`config.mk`:
```
export PLATFORM = sky130hd
export DESIGN_NAME = sar_adc_seq
export DESIGN_NICKNAME = d
export VERILOG_FILES = /design/src/rtl/sar_adc_seq.sv
export SDC_FILE = /design/constraint.sdc
export NUM_CORES = 1
export LEC_CHECK = 0
export BUFFER_PORTS_ARGS = -buffer_cell sky130_fd_sc_hd__buf_2
export CORE_ASPECT_RATIO = 0.6
export CORE_MARGIN = 2
export CORE_UTILIZATION = 50
export CTS_CLUSTER_DIAMETER = 60
export DETAILED_ROUTE_END_ITERATION = 12
export PLACE_DENSITY = 0.72
export SLEW_MARGIN = 20
export SYNTH_ARGS = -nofsm -noshare
export SYNTH_HDL_FRONTEND = slang
export SYNTH_SLANG_ARGS = --single-unit
```
`constraint.sdc`:
```
create_clock -name clk -period 3.9 [get_ports clk]
set_clock_uncertainty 0.05 [all_clocks]
set_input_delay 0.585 -clock clk [delete_from_list [all_inputs] [get_ports clk]]
set_output_delay 0.585 -clock clk [all_outputs]
set_load 0.01 [all_outputs]
```
`src/rtl/sar_adc_seq.sv`:
```
module sar_adc_seq #(
  parameter int NBITS      = 12,
  parameter int SETTLE_CYC = 20,
  parameter int SAMPLE_CYC = 4
) (
  input  logic             clk,
  input  logic             rst_n,
  input  logic             comp_en,
  input  logic             trig_mode,
  input  logic             cont_mode,
  input  logic             sw_start_set,
  input  logic             sw_start_clr,
  input  logic             timer_trig,
  input  logic             comp_ge,
  output logic [NBITS-1:0] trial_code,
  output logic             sample_hold,
  output logic             start_flag,
  output logic             busy,
  output logic [NBITS-1:0] result,
  output logic             eoc_irq
);
  localparam int SW = $clog2(SETTLE_CYC + 1);
  localparam int PW = (SAMPLE_CYC > 1) ? $clog2(SAMPLE_CYC) : 1;
  localparam int IW = $clog2(NBITS);
  localparam logic [SW-1:0]    SETTLE_MAX = SW'(SETTLE_CYC);
  localparam logic [PW-1:0]    SAMP_LAST  = PW'(SAMPLE_CYC - 1);
  localparam logic [IW-1:0]    TOP_IDX    = IW'(NBITS - 1);
  localparam logic [NBITS-1:0] HALF       = NBITS'(1) << (NBITS - 1);

  typedef enum logic [1:0] {ST_IDLE, ST_SAMPLE, ST_CONV} st_t;

  st_t              state;
  logic [SW-1:0]    settle_cnt;
  logic [PW-1:0]    samp_cnt;
  logic [IW-1:0]    bit_idx;
  logic [NBITS-1:0] sar, sar_nxt;

  logic settled, abort, start_req, last_bit, conv_done;

  assign settled   = comp_en && (settle_cnt == SETTLE_MAX);
  assign abort     = sw_start_clr || !comp_en;
  assign start_req = settled && (trig_mode ? timer_trig : sw_start_set);
  assign last_bit  = (state == ST_CONV) && (bit_idx == '0);
  assign conv_done = last_bit && !abort;

  assign trial_code  = sar;
  assign sample_hold = (state == ST_SAMPLE);
  assign busy        = (state != ST_IDLE);

  always_comb begin
    sar_nxt = sar;
    sar_nxt[bit_idx] = comp_ge;
    if (bit_idx != '0) sar_nxt[bit_idx - 1'b1] = 1'b1;
  end

  always_ff @(posedge clk or negedge rst_n) begin
    if (!rst_n)                 settle_cnt <= '0;
    else if (!comp_en)          settle_cnt <= '0;
    else if (!settled)          settle_cnt <= settle_cnt + 1'b1;
  end

  always_ff @(posedge clk or negedge rst_n) begin
    if (!rst_n)                          start_flag <= 1'b0;
    else if (abort)                      start_flag <= 1'b0;
    else if (conv_done && !cont_mode)    start_flag <= 1'b0;
    else if (start_req)                  start_flag <= 1'b1;
  end

  always_ff @(posedge clk or negedge rst_n) begin
    if (!rst_n) begin
      state    <= ST_IDLE;
      samp_cnt <= '0;
      bit_idx  <= '0;
      sar      <= '0;
      result   <= '0;
      eoc_irq  <= 1'b0;
    end else begin
      eoc_irq <= 1'b0;
      if (abort) begin
        state <= ST_IDLE;
      end else begin
        unique case (state)
          ST_IDLE: if (start_flag) begin
            state    <= ST_SAMPLE;
            samp_cnt <= '0;
            sar      <= '0;
          end
          ST_SAMPLE: if (samp_cnt == SAMP_LAST) begin
            state   <= ST_CONV;
            bit_idx <= TOP_IDX;
            sar     <= HALF;
          end else begin
            samp_cnt <= samp_cnt + 1'b1;
          end
          ST_CONV: begin
            sar <= sar_nxt;
            if (bit_idx != '0) begin
              bit_idx <= bit_idx - 1'b1;
            end else begin
              result   <= sar_nxt;
              eoc_irq  <= 1'b1;
              samp_cnt <= '0;
              state    <= cont_mode ? ST_SAMPLE : ST_IDLE;
            end
          end
          default: state <= ST_IDLE;
        endcase
      end
    end
  end


  msb_first_chk: assert property (@(posedge clk) disable iff (!rst_n)
    (sample_hold && samp_cnt == SAMP_LAST && !abort) |=> (trial_code == HALF));


  sample_busy_chk: assert property (@(posedge clk) disable iff (!rst_n)
    sample_hold |-> busy);


  eoc_pulse_chk: assert property (@(posedge clk) disable iff (!rst_n)
    eoc_irq |=> !eoc_irq);


  result_only_on_eoc_chk: assert property (@(posedge clk) disable iff (!rst_n)
    !$stable(result) |-> eoc_irq);


  single_stop_chk: assert property (@(posedge clk) disable iff (!rst_n)
    (last_bit && !abort && !cont_mode) |=> (!start_flag && !busy));


  cont_loop_chk: assert property (@(posedge clk) disable iff (!rst_n)
    (last_bit && !abort && cont_mode) |=> (sample_hold && start_flag));


  no_start_unsettled_chk: assert property (@(posedge clk) disable iff (!rst_n)
    (!settled && state == ST_IDLE) |=> (state == ST_IDLE));


  abort_chk: assert property (@(posedge clk) disable iff (!rst_n)
    sw_start_clr |=> (!busy && !eoc_irq && !start_flag));
endmodule

```
==> impl_metrics.csv, run 1 <==
group,metric,value,unit
setup_path,crit_path_max_fanout,12,
layout,final_common_cell,"dfrtp_1",
flow_run,drv_cap,0,
timing,relSlewSlack,42.2,%
pwr,pwr-share-clk,38.2,%
die,coreArea,4190,um^2
route,top_layer,"met4",
yosys,syn_area_per_cell,9.87,um^2
grt,grt_usage,20.6,%
clocking,cts.hold.buffers_added,0,
yosys,synth_ff_type,"dfrtp_1",
layout,syn_to_final_growth,14.2,%
route,dr_wl_met2,1780,um
clocking,clk_latency,290,ps
placement,pre_cts_slack,1320,ps
die,num_rows,18,
yosys,synth_adder_area_share,7.85,%
layout,nFillCells,364,
die,start_util,53.3,%
route,wirelength,4600,um
setup_path,critPathLaunchType,"register",
timing,timing.final.ws_setup,1290,ps
clocking,post_cts_buffers,0,
timing,fin_tns_setup,0,ps
yosys,ys_ff_latch,39,
yosys,syn_inst,226,
die,dieArea,5030,um^2
grt,grt_pass1_vias,1672,
clocking,cts_tree,"yes",
clocking,clk_pin_slew,80,ps
yosys,synth-warning-count,0,
timing,setup_viol,0,
yosys,synth_top_area_share,43.7,%
route,firstDrtPassIters,4,
route,antenna_left,0,
route,wl_met3,276,um
setup_path,end_kind,"register",
route,vias,1772,
pwr,switchingPower,0.000178,W
route,via_per_inst,5.55,
layout,nets,281,
hold_path,hold_class,"input port to async pin",
layout,multi_input_area,1160,um^2
yosys,synth_xor_xnor_area_share,1.57,%
yosys,synth_edf_count,0,
yosys,synth_fp_nets,249,
die,die_height,55.7,um
yosys,synthSimpleGateAreaFrac,17.8,%
yosys,synth_sequential_area_ratio,43.7,%
setup_path,critical_path_arrival,2800,ps
layout,layout_common_cells,"39 x dfrtp_1, 36 x buf_2, 16 x nor2_1, 15 x nand2_1",
timing,rsz0062_at_grt,"false",
pwr,p_int,0.000600,W
route,dr.first_iter.drc_count,62,
pwr,power.density,306,nW/um^2
timing,min_period,2610,ps
timing,timing.final.crit_share,67.0,%
grt,grt_max_degree,40,
timing,max_freq,383,MHz
clocking,h-tree-depth,2,
pwr,power_frac_seq,54.7,%
route,wl_per_cell,14.4,um
placement,dpl.hpwl,3370,um
yosys,synth_cell_types,45,
pwr,peakVddDrop,0.000172,V
pwr,swShare,22.9,%
yosys,async_flop_share,100,%
timing,tightestPinTransition,867,ps
clocking,numCtsBuffers,5,
clocking,cts_max_path_buffers,2,
placement,gp_congestion,0.836,
clocking,clock-sinks,39,
yosys,synth-compound-area-share,16.0,%
layout,register_area,976,um^2
grt,antenna_found_initial,0,
layout,drive_above_1_share,20.8,%
yosys,synthTopCellsByArea,"dfrtp_1 44%, ha_1 7.9%, mux2_2 4.5%",
placement,io_buffers,36,
clocking,cts_root_buf,"clkbuf_8",
route,wl_met1,2490,um
setup_path,critPathKind,"register to register",
timing,final_hold_viol_count,0,
clocking,post_cts_resized,0,
timing,drv_slew,0,
yosys,muxShareOfSynthArea,8.58,%
route,drc,0,
status,status,"finished clean",
die,io_pins,37,
setup_path,cp.required,4080,ps
yosys,synth_top_family_by_area,"simple AND/OR/NAND/NOR gates",
pwr,power_frac_comb,7.1,%
die,die_x,90.2,um
grt,grt-ovfl-total,0,
layout,diodes,0,
setup_path,r2r_slack,1290,ps
grt,grt_pass1_wl,8250,um
yosys,synthesis.area,2230,um^2
yosys,yosysTopAreaCell,"dfrtp_1",
pwr,p_leak,1.22,nW
-- cell families (layout without fill, tap and decap cells) --
group                    count (synthesis)  after routing
AND/OR/NAND/NOR                         73             73
AO/OA/AOI/OAI                           52             52
adder cells (fa/ha/maj)                 14             14
XOR/XNOR                                 4              4
flip-flops                              39             39
multiplexers                            18             18
buffers and inverters                   26             59
-- cell usage after synthesis, types with 2 or more instances --
cell	number
mux2_2	9
ha_1	14
nor3b_1	3
nand2b_1	4
a22o_1	8
o211ai_1	3
and3_1	2
nor2b_1	3
nand3b_1	5
mux2i_1	9
nor3_1	4
a221oi_1	2
and3b_1	2
a21oi_1	14
and2_1	3
nand2_1	15
clkbuf_1	11
nand3_1	7
xnor2_1	4
dfrtp_1	39
nor2_1	16
nand4_1	2
a32o_1	2
o21ai_0	10
inv_1	14
o22ai_1	2
-- layout make-up --
type | instances | area share [%]
sequential | 39 | 38.3
multi-input combinational | 161 | 45.4
clock buffer | 8 | 3.93
timing repair buffer | 37 | 7.37
tap | 60 | 2.95
inverter | 14 | 2.06
-- power by group through the flow --
stage | Combinational [W] | Clock [W] | Sequential (W)
detailed placement | 0.0000567 | 0 | 0.000433
finish | 0.0000552 | 0.000298 | 0.000426
floorplan | 0.0000305 | 0 | 0.000433
CTS | 0.0000567 | 0.000309 | 0.000426
global route | 0.0000645 | 0.000328 | 0.000428
global placement | 0.0000553 | 0 | 0.000433
-- stage by stage --
stage	instance area [um^2]	util [%]	instances	total power [W]	hold slack, ps
3_5_place_dp	2450	58.4	311	0.000490	441
6_report	2550	60.8	319	0.000779	353
2_1_floorplan	2230	-	226	0.000464	239
5_1_grt	2550	60.8	319	0.000821	440
4_1_cts	2550	60.8	319	0.000791	389
3_3_place_gp	2450	58.4	311	0.000489	436
-- sequential cells by signal (all words and copies together), names as in the netlist --
register    cells
samp_cnt        2
start_flag      1
bit_idx         4
result         12
eoc_irq         1
settle_cnt      5
state           2
trial_code     12
-- critical path: stages, from the launching register on --
cell and delay (ps):
dfrtp_1 430, inv_1 170, ha_1 390, or3b_1 440, a2111o_1 490, or4b_1 490
nand3_1 100
-- path summary, 6_finish.rpt --
path / start / endpoint / cells past startpoint
worst min register to register: result[5] / result[5] / 1
worst max-delay path: bit_idx[0] / samp_cnt[0] / 6
worst min-delay path: rst_n / settle_cnt[2] / 1
worst max register to register: bit_idx[0] / samp_cnt[0] / 6
max in group asynchronous: rst_n / result[7] / 1
min in group clk: result[5] / result[5] / 1
-- metal layers --
layer,GRT usage [%],vias to the layer above
met2,28.8,46
met1,31.6,845
met4,5.93,0
met3,5.01,5
met5,0,-
li1,-,876
Note: power is estimated with default switching activity, not from simulation.
==> run 2, diff against run 1 <==
Settings changed: ABC_AREA set to 1.
Clock period 3.9 ns to 2.5 ns, I/O delays scaled along.
==> impl_metrics.csv, run 2 <==
group,metric,value,unit
status,status,"finished clean",
setup_path,slowest_delay,440,ps
clocking,post_cts_buffers,0,
timing,min_period,1920,ps
yosys,async_flop_share,100,%
setup_path,cp.required,2640,ps
yosys,yosysTopAreaCell,"dfrtp_1",
clocking,clock-sinks,39,
route,dr.first_iter.drc_count,111,
flow_run,drv_cap,0,
die,start_util,53.6,%
setup_path,crit_start,"bit_idx[0]",
timing,max_freq,520,MHz
grt,grt-ovfl-total,0,
setup_path,critical_path_arrival,2060,ps
setup_path,reg2regPathDepth,9,
route,wl_per_cell,12.4,um
route,via_per_inst,4.96,
setup_path,path_cells,"inv_1 > ha_1 > nand2_2 > nor2_4 > inv_2 > nor2_8 > inv_2 > nand2_1 > nand2_1",
placement,dp.cells,394,
die,die_height,56.0,um
clocking,cts_tree,"yes",
yosys,synthTopCellsByCount,"115 x nand2_1, 39 x dfrtp_1, 36 x inv_1",
yosys,synth_top_area_share,43.2,%
setup_path,crit_path_max_fanout,14,
setup_path,end_kind,"register",
clocking,cts.hold.buffers_added,0,
yosys,synth_sequential_area_ratio,43.2,%
timing,fin_tns_setup,0,ps
layout,syn_to_final_growth,13.9,%
yosys,synthTopCellsByArea,"dfrtp_1 43%, nand2_1 19%, ha_1 7.8%",
clocking,clk_pin_slew,70,ps
yosys,synth_ff_type,"dfrtp_1",
clocking,cts_max_path_buffers,2,
timing,relSlewSlack,43.3,%
timing,tightestPinTransition,850,ps
placement,dpl.hpwl,3750,um
pwr,power.density,441,nW/um^2
setup_path,rr_startpoint,"bit_idx[0]",
yosys,syn_inst,301,
placement,gp_congestion,0.960,
yosys,synthMostInstantiatedCell,"nand2_1",
placement,placed_cell_area,2490,um^2
clocking,h-tree-depth,2,
route,vias,1993,
route,wirelength,4990,um
yosys,synth_cell_types,22,
clocking,clk_latency,290,ps
grt,grt_max_degree,40,
route,firstDrtPassIters,4,
die,dieArea,5090,um^2
layout,layout.cells.non_filler,402,
timing,setup_viol,0,
yosys,synth_edf_count,0,
timing,timing.final.crit_share,76.9,%
hold_path,hold_class,"input port to async pin",
yosys,synth_fp_nets,324,
yosys,synth-warning-count,0,
die,coreArea,4210,um^2
yosys,ys_ff_latch,39,
clocking,post_cts_resized,0,
setup_path,critPathLaunchType,"register",
grt,grt_pass1_wl,8450,um
setup_path,rr_endpoint,"result[5]",
setup_path,critPathKind,"register to register",
grt,grt_pass1_vias,1782,
setup_path,r2r_slack,580,ps
die,io_pins,37,
grt,grt_usage,20.9,%
timing,drv_slew,0,
layout,utilization,61.0,%
layout,drive_above_1_share,16.1,%
layout,layout_common_cells,"115 x nand2_1, 39 x dfrtp_1, 36 x inv_1, 36 x buf_2, 23 x o21ai_0",
timing,rsz0062_at_grt,"false",
pwr,peakVddDrop,0.000328,V
timing,final_hold_viol_count,0,
clocking,cts_root_buf,"clkbuf_8",
die,die_x,90.7,um
layout,fin_area,2570,um^2
setup_path,cpMaxStageDelayCell,"dfrtp_1",
route,antenna_left,0,
yosys,syn_area_per_cell,7.50,um^2
layout,nets,364,
placement,io_buffers,36,
clocking,numCtsBuffers,5,
layout,diodes,0,
layout,final_common_cell,"nand2_1",
pwr,p_leak,1.45,nW
grt,antenna_found_initial,0,
die,num_rows,18,
route,drc,0,
yosys,synthesis.area,2260,um^2
==> run 2: final cells by class <==
class / instances / area (um^2)
Clock buffer: 7 / 76.3
Clock inverter: 1 / 5.00
Fill cell: 409 / 1640
Inverter: 40 / 150
Multi-Input combinational cell: 219 / 1110
Sequential cell: 39 / 976
Tap cell: 60 / 75.1
Timing Repair Buffer: 36 / 180
==> run 2: how the worst max path moves through the flow <==
stage                            to  slack [ps]  depth (start not counted)
final                     result[5]         580                          9
after global routing      result[2]         390                          9
after CTS                 result[1]         570                          9
after detailed placement  result[1]         600                          9
after global placement    result[2]         680                          9
after floorplan           result[0]         880                         10
==> run 2: where the power goes <==
part | internal, W | switching [W] | leakage (nW)
registers | 0.000644 | 0.00000988 | 0.509
clock network | 0.000196 | 0.000219 | 0.0422
logic | 0.0000221 | 0.0000424 | 0.898
==> run 2: cell families (layout without fill, tap and decap cells) <==
kind of cell	Yosys count	count (layout)	share of synthesized area (%)
buffers and inverters	43	84	7.70
AO/OA/AOI/OAI	38	38	8.65
AND/OR/NAND/NOR	167	167	32.6
flip-flops	39	39	43.2
adder cells (fa/ha/maj)	14	14	7.76
==> run 2: stage by stage <==
step | power, W | hold slack (ps) | worst slack (ps)
final | 0.00113 | 140 | 578
after global routing | 0.00118 | 198 | 386
after CTS | 0.00114 | 166 | 573
after detailed placement | 0.000732 | 405 | 601
after global placement | 0.000731 | 401 | 682
after floorplan | 0.000694 | 29.4 | 881
==> run 2: routing by layer <==
| metal | vias up | wire (um) | global-route usage [%] |
|---|---|---|---|
| li1 | 1030 | - | - |
| met1 | 910 | 2690 | 32.8 |
| met2 | 48 | 1980 | 28.9 |
| met3 | 5 | 285 | 4.34 |
| met4 | 0 | 33 | 5.49 |
| met5 | - | 0 | 0 |
==> run 2: worst max-delay path, delay by kind of cell, from the launching register on <==
family        cells  cell delay [ps]
simple gates      5              580
flops             1              440
buf+inv           3              420
fa+ha+maj         1              320
==> run 3, diff against run 2 <==
Settings changed: PLACE_DENSITY 0.72 to 0.75.
Clock period 2.5 ns to 1.7 ns, I/O delays scaled along.
==> impl_metrics.csv, run 3 (synthesized netlist as in run 2, its figures left out) <==
group,metric,value,unit
status,status,"finished clean",
grt,grt_pass1_wl,9130,um
grt,grt_max_degree,22,
layout,diodes,0,
layout,final_common_cell,"nand2_1",
setup_path,critPathKind,"register to register",
setup_path,critPathLaunchType,"register",
timing,min_period,1630,ps
grt,grt_pass1_vias,1956,
timing,setup_viol,0,
timing,final_hold_viol_count,0,
clocking,h-tree-depth,2,
grt,grt-ovfl-total,0,
die,dieArea,5090,um^2
timing,drv_slew,0,
die,num_rows,18,
timing,timing.final.crit_share,95.8,%
timing,relSlewSlack,66.2,%
clocking,clk_pin_slew,70,ps
setup_path,crit_buf_inv,1,
placement,dpl.hpwl,4080,um
clocking,clock-sinks,39,
setup_path,critical_path_arrival,1800,ps
setup_path,crit_family,"simple AND/OR/NAND/NOR gates",
clocking,cts_max_path_buffers,2,
pwr,peakVddDrop,0.000507,V
route,antenna_left,0,
timing,max_freq,614,MHz
clocking,numCtsBuffers,5,
route,wl_per_cell,13.5,um
timing,fin_tns_setup,0,ps
hold_path,hold_class,"input port to register",
die,coreArea,4210,um^2
die,start_util,53.6,%
route,wirelength,5640,um
grt,antenna_found_initial,0,
route,dr.first_iter.drc_count,172,
flow_run,drv_cap,0,
timing,timing.final.ws_setup,71.1,ps
setup_path,cp.required,1870,ps
layout,nets,381,
layout,drive_above_1_share,21.8,%
pwr,power.density,621,nW/um^2
route,via_per_inst,5.04,
placement,io_buffers,36,
pwr,p_leak,1.55,nW
setup_path,crit_path_max_fanout,5,
placement,pre_cts_slack,55.4,ps
route,vias,2105,
die,io_pins,37,
layout,layout_common_cells,"114 x nand2_1, 39 x dfrtp_1, 36 x buf_2, 35 x inv_1, 23 x o21ai_0",
route,drc,0,
clocking,clk_latency,290,ps
route,firstDrtPassIters,4,
timing,tightestPinTransition,508,ps
grt,grt_usage,22.3,%
die,die_height,56.0,um
layout,syn_to_final_growth,21.6,%
clocking,cts_tree,"yes",
timing,rsz0062_at_grt,"true",
die,die_x,90.7,um
placement,gp_congestion,0.914,
setup_path,slowest_delay,380,ps
layout,nFillCells,374,
setup_path,end_kind,"register",
setup_path,cpMaxStageDelayCell,"dfrtp_1",
setup_path,path_cells,"buf_4 > ha_1 > nand2_1 > nand2_2 > nor2_4 > nand2_4 > nor2_8 > nand2_1 > o21ai_1",
clocking,cts_root_buf,"clkbuf_8",
setup_path,crit_top_cell,"nand2_1",
==> run 3: changes by cell type in the layout (fill, tap and decap cells not counted), sizes merged <==
cell,before,now
dlygate4sd3,0,1
buf,36,51
nor2,25,26
clkbuf,7,6
==> run 3: cell type report <==
cell class | count | area [um^2] | area share [%]
Clock buffer | 6 | 82.6 | 3.01
Clock inverter | 1 | 5.00 | 0.182
Inverter | 40 | 150 | 5.47
Multi-Input combinational cell | 220 | 1140 | 41.6
Sequential cell | 39 | 976 | 35.6
Tap cell | 60 | 75.1 | 2.73
Timing Repair Buffer | 52 | 315 | 11.5
==> run 3: worst paths after layout <==
| kind | from | end | slack, ps | depth (start not counted) |
|---|---|---|---|---|
| worst max-delay path | state[0] | trial_code[3] | 70 | 9 |
| worst min-delay path | cont_mode | start_flag | 230 | 3 |
| worst max register to register | state[0] | trial_code[3] | 70 | 9 |
| worst min register to register | settle_cnt[4] | settle_cnt[4] | 410 | 1 |
| max in group asynchronous | rst_n | bit_idx[2] | 710 | 3 |
| min in group asynchronous | rst_n | result[7] | 420 | 2 |
==> run 3: power by group <==
group	internal, W	leakage, nW	switching (W)
clock	0.000319	0.0470	0.000318
combinational	0.0000386	0.997	0.0000670
sequential	0.000947	0.509	0.0000139
==> run 3: tightest hold or removal path: cells and delay by family <==
| family | cells | cell delay, ps |
|---|---|---|
| buffers and inverters | 1 | 100 |
| AOI/OAI and AO/OA | 1 | 80 |
| and+or+nand+nor | 1 | 90 |
==> run 3: what timing repair did <==
action | in CTS | in global routing
resized for setup | 0 | 8
buffers inserted | 0 | 2
hold endpoints to repair | 20 | 0
setup endpoints to repair | 0 | 18
hold buffers | 1 | 0
==> run 3: through the flow <==
| stage | area (um^2) | std cells | total power, W | hold slack [ps] | utilization [%] |
|---|---|---|---|---|---|
| 2_1_floorplan | 2260 | 301 | 0.00102 | -90.6 | - |
| 3_3_place_gp | 2600 | 407 | 0.00108 | 203 | 61.7 |
| 3_5_place_dp | 2600 | 407 | 0.00108 | 205 | 61.7 |
| 4_1_cts | 2700 | 415 | 0.00171 | 225 | 64.0 |
| 5_1_grt | 2750 | 418 | 0.00177 | 249 | 65.2 |
| 6_report | 2750 | 418 | 0.00170 | 226 | 65.2 |
==> run 3: layer usage <==
metal / global-route usage, % / share of wire (%) / wire [um]
met3: 5.42 / 4.6 / 260
met2: 33.9 / 43 / 2420
met1: 32.8 / 52 / 2920
met5: 0 / 0 / 0
met4: 3.96 / 0.64 / 36
